**config.mk**
```make
export PLATFORM = sky130hd
export DESIGN_NAME = gpio_mmio
export DESIGN_NICKNAME = d
export VERILOG_FILES = /design/src/rtl/gpio_mmio_pkg.sv /design/src/rtl/gpio_bit_order.sv /design/src/rtl/gpio_in_sync.sv /design/src/rtl/gpio_latch_regs.sv /design/src/rtl/gpio_mmio.sv
export SDC_FILE = /design/constraint.sdc
export NUM_CORES = 1
export LEC_CHECK = 0
export BUFFER_PORTS_ARGS = -buffer_cell sky130_fd_sc_hd__buf_2
export CORE_AREA = 2 2 93 95
export DETAILED_ROUTE_END_ITERATION = 10
export DIE_AREA = 0 0 95 97
export PLACE_DENSITY = 0.85
export RECOVER_POWER = 50
export SLEW_MARGIN = 20
export SYNTH_ARGS = -nofsm -noshare
export SYNTH_HDL_FRONTEND = slang
export SYNTH_SLANG_ARGS = --single-unit
```
**constraint.sdc**
```tcl
create_clock -name clk -period 3.55 [get_ports clk]
set_clock_uncertainty 0.1 [all_clocks]
set_input_delay 0.355 -clock clk [delete_from_list [all_inputs] [get_ports clk]]
set_output_delay 0.355 -clock clk [all_outputs]
set_load 0.01 [all_outputs]
```
**src/rtl/gpio_mmio_pkg.sv**
```systemverilog
package gpio_mmio_pkg;

    localparam int unsigned BUS_ADDR_W = 2;

    typedef enum logic [BUS_ADDR_W-1:0] {
        SEL_DATA  = 2'd0,
        SEL_SET   = 2'd1,
        SEL_CLEAR = 2'd2,
        SEL_SPARE = 2'd3
    } reg_sel_e;

    function automatic bit width_is_legal(int unsigned w);
        return (w == 8) || (w == 16) || (w == 32) || (w == 64);
    endfunction

endpackage

```
**src/rtl/gpio_bit_order.sv**
```systemverilog
module gpio_bit_order #(
    parameter int unsigned WIDTH    = 32,
    parameter bit          REVERSED = 1'b0
) (
    input  logic [WIDTH-1:0] src,
    output logic [WIDTH-1:0] dst
);

    // The mapping is its own inverse, so one module serves both directions.
    for (genvar i = 0; i < WIDTH; i++) begin : g_lane
        if (REVERSED) begin : g_rev
            assign dst[i] = src[WIDTH-1-i];
        end else begin : g_fwd
            assign dst[i] = src[i];
        end
    end

endmodule

```
**src/rtl/gpio_in_sync.sv**
```systemverilog
module gpio_in_sync #(
    parameter int unsigned WIDTH  = 32,
    parameter int unsigned STAGES = 2
) (
    input  logic             clk,
    input  logic             rst,
    input  logic [WIDTH-1:0] din,
    output logic [WIDTH-1:0] dout
);

    typedef struct packed {
        logic [STAGES-1:0][WIDTH-1:0] chain;
    } sync_state_t;

    sync_state_t st_d, st_q;

    always_comb begin
        st_d = st_q;
        st_d.chain[0] = din;
        for (int s = 1; s < STAGES; s++) begin
            st_d.chain[s] = st_q.chain[s-1];
        end
    end

    always_ff @(posedge clk) begin
        if (rst) begin
            st_q <= '0;
        end else begin
            st_q <= st_d;
        end
    end

    assign dout = st_q.chain[STAGES-1];

endmodule

```
**src/rtl/gpio_latch_regs.sv**
```systemverilog
module gpio_latch_regs
    import gpio_mmio_pkg::*;
#(
    parameter int unsigned WIDTH      = 32,
    parameter bit          HAS_SETCLR = 1'b1
) (
    input  logic             clk,
    input  logic             rst,
    input  logic             wr_en,
    input  reg_sel_e         wr_sel,
    input  logic [WIDTH-1:0] wr_data,
    output logic [WIDTH-1:0] latch
);

    typedef struct packed {
        logic [WIDTH-1:0] latch;
    } latch_state_t;

    latch_state_t st_d, st_q;

    always_comb begin
        st_d = st_q;
        if (wr_en) begin
            unique case (wr_sel)
                SEL_DATA:  st_d.latch = wr_data;
                SEL_SET:   if (HAS_SETCLR) st_d.latch = st_q.latch | wr_data;
                SEL_CLEAR: if (HAS_SETCLR) st_d.latch = st_q.latch & ~wr_data;
                default:   st_d.latch = st_q.latch;
            endcase
        end
    end

    always_ff @(posedge clk) begin
        if (rst) begin
            st_q <= '0;
        end else begin
            st_q <= st_d;
        end
    end

    assign latch = st_q.latch;

    // a data write loads the written word
    p_data_load_r2: assert property (@(posedge clk) disable iff (rst)
        (wr_en && wr_sel == SEL_DATA) |=> (latch == $past(wr_data)));

    // idle cycles and spare-index writes keep the latch
    p_hold_r9: assert property (@(posedge clk) disable iff (rst)
        (!wr_en || wr_sel == SEL_SPARE) |=> $stable(latch));

    if (HAS_SETCLR) begin : g_setclr_chk
        // every written one becomes a one
        p_set_bits_r3: assert property (@(posedge clk) disable iff (rst)
            (wr_en && wr_sel == SEL_SET) |=>
                ((latch & $past(wr_data)) == $past(wr_data)) &&
                ((latch & ~$past(wr_data)) == ($past(latch) & ~$past(wr_data))));
        // every written one becomes a zero
        p_clear_bits_r4: assert property (@(posedge clk) disable iff (rst)
            (wr_en && wr_sel == SEL_CLEAR) |=>
                ((latch & $past(wr_data)) == '0) &&
                ((latch & ~$past(wr_data)) == ($past(latch) & ~$past(wr_data))));
    end else begin : g_plain_chk
        // set/clear indices do nothing when absent
        p_absent_setclr_r8: assert property (@(posedge clk) disable iff (rst)
            (wr_en && (wr_sel == SEL_SET || wr_sel == SEL_CLEAR)) |=> $stable(latch));
    end

endmodule

```
**src/rtl/gpio_mmio.sv**
```systemverilog
module gpio_mmio
    import gpio_mmio_pkg::*;
#(
    parameter int unsigned WIDTH      = 32,
    parameter bit          REVERSED   = 1'b0,
    parameter bit          HAS_SETCLR = 1'b1
) (
    input  logic                  clk,
    input  logic                  rst,
    input  logic [BUS_ADDR_W-1:0] bus_addr,
    input  logic                  bus_wr,
    input  logic [WIDTH-1:0]      bus_wdata,
    output logic [WIDTH-1:0]      bus_rdata,
    input  logic [WIDTH-1:0]      pin_in,
    output logic [WIDTH-1:0]      pin_out
);

    localparam int unsigned SYNC_STAGES = 2;

    if (!width_is_legal(WIDTH)) begin : g_bad_width
        $error("gpio_mmio: WIDTH must be 8, 16, 32 or 64");
    end

    reg_sel_e         sel;
    logic [WIDTH-1:0] latch_regorder;
    logic [WIDTH-1:0] pins_synced;
    logic [WIDTH-1:0] pins_regorder;

    assign sel = reg_sel_e'(bus_addr);

    gpio_latch_regs #(
        .WIDTH      (WIDTH),
        .HAS_SETCLR (HAS_SETCLR)
    ) u_regs (
        .clk     (clk),
        .rst     (rst),
        .wr_en   (bus_wr),
        .wr_sel  (sel),
        .wr_data (bus_wdata),
        .latch   (latch_regorder)
    );

    gpio_bit_order #(
        .WIDTH    (WIDTH),
        .REVERSED (REVERSED)
    ) u_out_map (
        .src (latch_regorder),
        .dst (pin_out)
    );

    gpio_in_sync #(
        .WIDTH  (WIDTH),
        .STAGES (SYNC_STAGES)
    ) u_sync (
        .clk  (clk),
        .rst  (rst),
        .din  (pin_in),
        .dout (pins_synced)
    );

    gpio_bit_order #(
        .WIDTH    (WIDTH),
        .REVERSED (REVERSED)
    ) u_in_map (
        .src (pins_synced),
        .dst (pins_regorder)
    );

    always_comb begin
        bus_rdata = '0;
        if (sel == SEL_DATA) begin
            bus_rdata = pins_regorder;
        end
    end

    // Cycles since reset, used only to gate the latency check.
    logic [1:0] warm_q;
    always_ff @(posedge clk) begin
        if (rst) begin
            warm_q <= '0;
        end else if (warm_q != 2'd2) begin
            warm_q <= warm_q + 2'd1;
        end
    end

    // reset clears the drive
    p_reset_clear_r1: assert property (@(posedge clk)
        rst |=> (pin_out == '0));

    // non-data indices read as zero
    p_rd_zero_r5: assert property (@(posedge clk) disable iff (rst)
        (sel != SEL_DATA) |-> (bus_rdata == '0));

    // synchronizer output is the pin level two edges back
    p_sync_latency_r6: assert property (@(posedge clk) disable iff (rst)
        (warm_q == 2'd2) |-> (pins_synced == $past(pin_in, 2)));

endmodule

```
Word level (Yosys, flattened, before mapping):

Index checks and enable logic that the tools add are counted.
Widths: inputs -> output; s select.

* reduce and logical (&&, ||, !) cells: 3
* bitwise logic cells: 3
* divide/modulo/power cells: 0
* add/sub/neg operators: 0
* muxes and demuxes: 2
* magnitude comparators: 0
* shift-type cells: 0
* equal/unequal tests: 2
* multipliers: 0

Operators by type and width (number)
* $pmux 32 s3: 1
* $and 32x32->32: 1
* $mux 32: 1
* $not 32->32: 1
* $or 32x32->32: 1
* $reduce_bool 3->1: 1
* $eq 2x1->1 const B: 1
* $eq 2x2->1 const B: 1
* $logic_not 2->1: 1
* $reduce_and 2->1: 1

* register bits: 96
* bits in latches: 0
* memory bits (writable): 0
* bits in read-only memories: 0
* input port bits: 69
* memories: 0
* output and inout bits: 64
* logic and storage cells: 13

Logic depth before layout (Yosys ltp):

* depth after elaboration: 3
* mapped depth: 7
* gate-level depth less buffers: 5

Modules after synthesis:

From an unflattened synthesis, not the netlist that was laid out.

* cell total of the unflattened synthesis: 425
* area total of the unflattened synthesis: 4914.7 um^2

By module, submodules not included
* gpio_latch_regs: area an instance 2058.2 um^2, times used 1, cells an instance 188, sequential area each 640.6 um^2
* gpio_in_sync: area an instance 1918.1 um^2, times used 1, cells an instance 135, sequential area each 1281.2 um^2
* gpio_bit_order: area an instance 240.2 um^2, times used 2, cells an instance 32, sequential area each 0.0 um^2
* gpio_mmio: area an instance 457.9 um^2, times used 1, cells an instance 38, sequential area each 0.0 um^2

Least setup slack after synthesis:

No wires, ideal clock.

* path kind: input -> register
* start: input bus_addr[0]
* end: register u_regs.st_q, in the netlist u_regs.latch[10]
* path buffers: 2
* library setup time: 79 ps
* arrival time: 1327 ps
* data required time: 3371 ps
* stages: 7
* setup slack: 2043 ps
* path through: inv_1 ha_1 buf_4 nand2b_4 buf_6 o22ai_2 a211oi_2

* longest elaborated chain between the ends: 3
* elaborated cells between the ends (all ways): 6
* classes of those cells: 2 x eq/ne; 1 x mux; 3 x reduce/logical

Ends and longest elaborated chain
* start, declared: RTL line gpio_mmio.sv:10 `input logic [BUS_ADDR_W-1:0] bus_addr,`
* $eq 2x1->1 (tied with other cells): RTL line gpio_latch_regs.sv:24 `unique case (wr_sel)`
* $reduce_bool 3->1 (no source line)
* $reduce_and 2->1 (no source line)
* end signal, assigned: RTL line gpio_latch_regs.sv:37 `st_q <= st_d;`
* end, declared: RTL line gpio_latch_regs.sv:19 `latch_state_t st_d, st_q;`

Parallel ways exist; a longest one is shown, timed or not.
A chain may end at the register's enable or synchronous reset.

Final worst setup path:

* start: input bus_addr[0]
* end: output bus_rdata[20]

* longest elaborated chain between the ends: 2

Ends and longest elaborated chain
* $logic_not 2->1: RTL line gpio_mmio.sv:71 `if (sel == SEL_DATA) begin`
* $mux 32: RTL line gpio_mmio.sv:71
* end, declared: RTL line gpio_mmio.sv:13 `output logic [WIDTH-1:0] bus_rdata,`

No other way between the ends.

==> impl_metrics.tcl <==
set metrics [dict create \
    power.density_nw_per_um2 475 \
    grtUsageTotal_pct 16.7 \
    yosys_warnings 0 \
    synthAdderAreaFrac_pct 1.30 \
    cts_resized 0 \
    synth_top_family_by_area "simple AND/OR/NAND/NOR gates" \
    clockRootBuffer "clkbuf_8" \
    critPathLaunchType "primary input" \
    crit_arrival_ns 1.64 \
    end_kind "output pin" \
    fin_ws_ns 1.46 \
    crit_path_max_fanout 32 \
    grt_pass1_vias 2830 \
    crit_path_top_delay_cell "ha_1" \
    layout_common_cells "115 x buf_2, 96 x dfxtp_1, 66 x nor2b_1, 32 x and2_1, 32 x a21oi_1" \
    maxSlewViolCount 97 \
    antennaDiodeCount 0 \
    die_y_um 97 \
    failed_checks "max-capacitance violations, max-slew violations" \
    period_needed_ns 2.09 \
    io_pins 133 \
    outcome "finished, violations left" \
    ctsHoldBuffers 0 \
    yosys.area.top_type "dfxtp_1" \
    p_comb_share_pct 13.9 \
    finalCritPeriodShare_pct 58.9 \
    finalSetupTns_ns 0 \
    internal_power_mw 1.62 \
    synthTopCellsByArea "dfxtp_1 50%, nor2b_1 11%, a211oi_2 10%, and2b_1 5.8%, and2_1 5.2%" \
    max_slew_margin_pct -44.9 \
    maxCapViolCount 1 \
    synthesis.area_sq_um 3850 \
    cts_buffer_depth 2 \
    worst_pin_slew_ns 2.17 \
    synth-xor-area-share_pct 0 \
    max_stage_delay_ns 0.69 \
    cpMostUsedCell "buf_2" \
    dp_hpwl_um 5210 \
    hold_viol 0 \
    synthMuxAreaShare_pct 0 \
    path_cells "buf_2, inv_1, ha_1, and2_1, buf_2" \
    drc 0 \
    die_w_um 95 \
    antenna_found_initial 0 \
    detail_route.wl_per_cell_um 13.0 \
    power_switching_uw 607 \
    yosys.area_share.simple_pct 22.4 \
    cts.sinks 96 \
    synth_compound_area_share_pct 21.2 \
    routabilityCongestion 0.716 \
    post-place-ws_ns 1.27 \
    clk_pin_slew_ns 0.11 \
    total_power_mw 2.23 \
    nNetsFinal 546 \
    pwr-share-clk_pct 34.4 \
    post_route_cells_drive_above_1_share_pct 37.0 \
    via_count 2816 \
    synth_cell_types 17 \
    hold_path.class "primary input to register" \
    p_leak_nw 2.09 \
    crit_family "adder cells" \
    std_cell_rows 33 \
    area_delta_synth_final_pct 21.7 \
    dieArea_sq_um 9220 \
    max_freq_ghz 0.478 \
    cts_setup_buffers 0 \
    synth_area_per_cell_sq_um 10.8 \
    drt-initial-drc-count 104 \
    ys_seq_area_share_pct 49.9 \
    io_buffer_count 132 \
    rsz0062_at_grt "false" \
    synth.top_cell.area_share_pct 49.9 \
    cts_tree "yes" \
    worstSetupPathType "primary input to output pin" \
    cp.required_ns 3.09 \
    numCtsBuffers 9 \
    synth-seq-cells 96 \
    htreeDepth 3 \
    detail_route.vias_per_cell 4.83 \
    insertion_delay_ns 0.36 \
    drtPass1Iterations 4 \
    core_area_sq_um 8130 \
    grt.overflow.total 0 \
    drtAntennaViolNets 0 \
    syn_nets 431 \
    drt_wl_total_um 7570 \
    sw_frac_of_total_pct 27.2 \
    grt_start_max_net_pins 97 \
    grt_pass1_wl_um 12400 \
    final_common_cell "buf_2" \
    cp_num_buf_inv 3 \
    setup_viol 0 \
    syn_inst 358 \
    peakVddDrop_mv 0.222 \
    start_util_pct 47.3 \
    p_seq_share_pct 51.7 \
]
power groups by stage:
| stage | clock [mW] | sequential [mW] | combinational (mW) |
|---|---|---|---|
| finish | 0.767 | 1.15 | 0.309 |
| global placement | 0 | 1.17 | 0.302 |
| floorplan | 0 | 1.18 | 0.212 |
| detailed placement | 0 | 1.18 | 0.313 |
| CTS | 0.791 | 1.15 | 0.314 |
| global route | 0.834 | 1.16 | 0.342 |
stage by stage:
stage	hold WS, ns	cell area [sq um]	cells	utilization [%]
floorplan	0.314	3850	358	-
global placement	0.317	4490	567	55.1
detailed placement	0.320	4490	567	55.1
CTS	0.0794	4710	583	57.9
global route	0.0820	4690	583	57.6
finish	0.0916	4690	583	57.6
area by class of cell:
type                       instances  area (sq um)
clock inverter                     7           100
fill                             697          3450
multi-input combinational        230          1730
sequential                        96          1920
tap                              105           131
timing repair buffer             134           668
inverter                           2          7.51
clock buffer                       9           124
metal layers:
layer / routed length, um / GRT usage, %
met2: 3650 / 28.4
met3: 428 / 3.04
met1: 3380 / 20.6
met5: 0 / 0
met4: 117 / 6.58
synthesized netlist by cell type, drive strengths merged:
cell / instances
a211oi: 32
a21oi: 32
o22ai: 32
dfxtp: 96
ha: 4
and2: 32
buf: 22
inv: 2
and2b: 30
clkbuf: 8
nor2b: 67
nand2b: 1
state kept, by name, summed over array words and instances, names as in the netlist:
name and flops:
u_regs.latch 32, u_sync.st_d 32, u_sync.dout 32
worst paths after layout:
kind                     from                to  slack, ns  cells past startpoint
min reg2reg   u_sync.st_d[40]    u_sync.dout[8]       0.33                      1
min                 pin_in[6]   u_sync.st_d[38]       0.09                      2
max reg2reg  u_regs.latch[17]  u_regs.latch[17]       2.68                      2
max               bus_addr[0]     bus_rdata[20]       1.46                      5
logic make-up (layout without fill, tap and decap cells):
family	Yosys count	after routing
DFF	96	96
AOI/OAI and AO/OA	96	96
and+or+nand+nor	130	130
adders and majority gates	4	4
buffers and inverters	32	152
No activity file was read; power rests on OpenSTA's default activity.
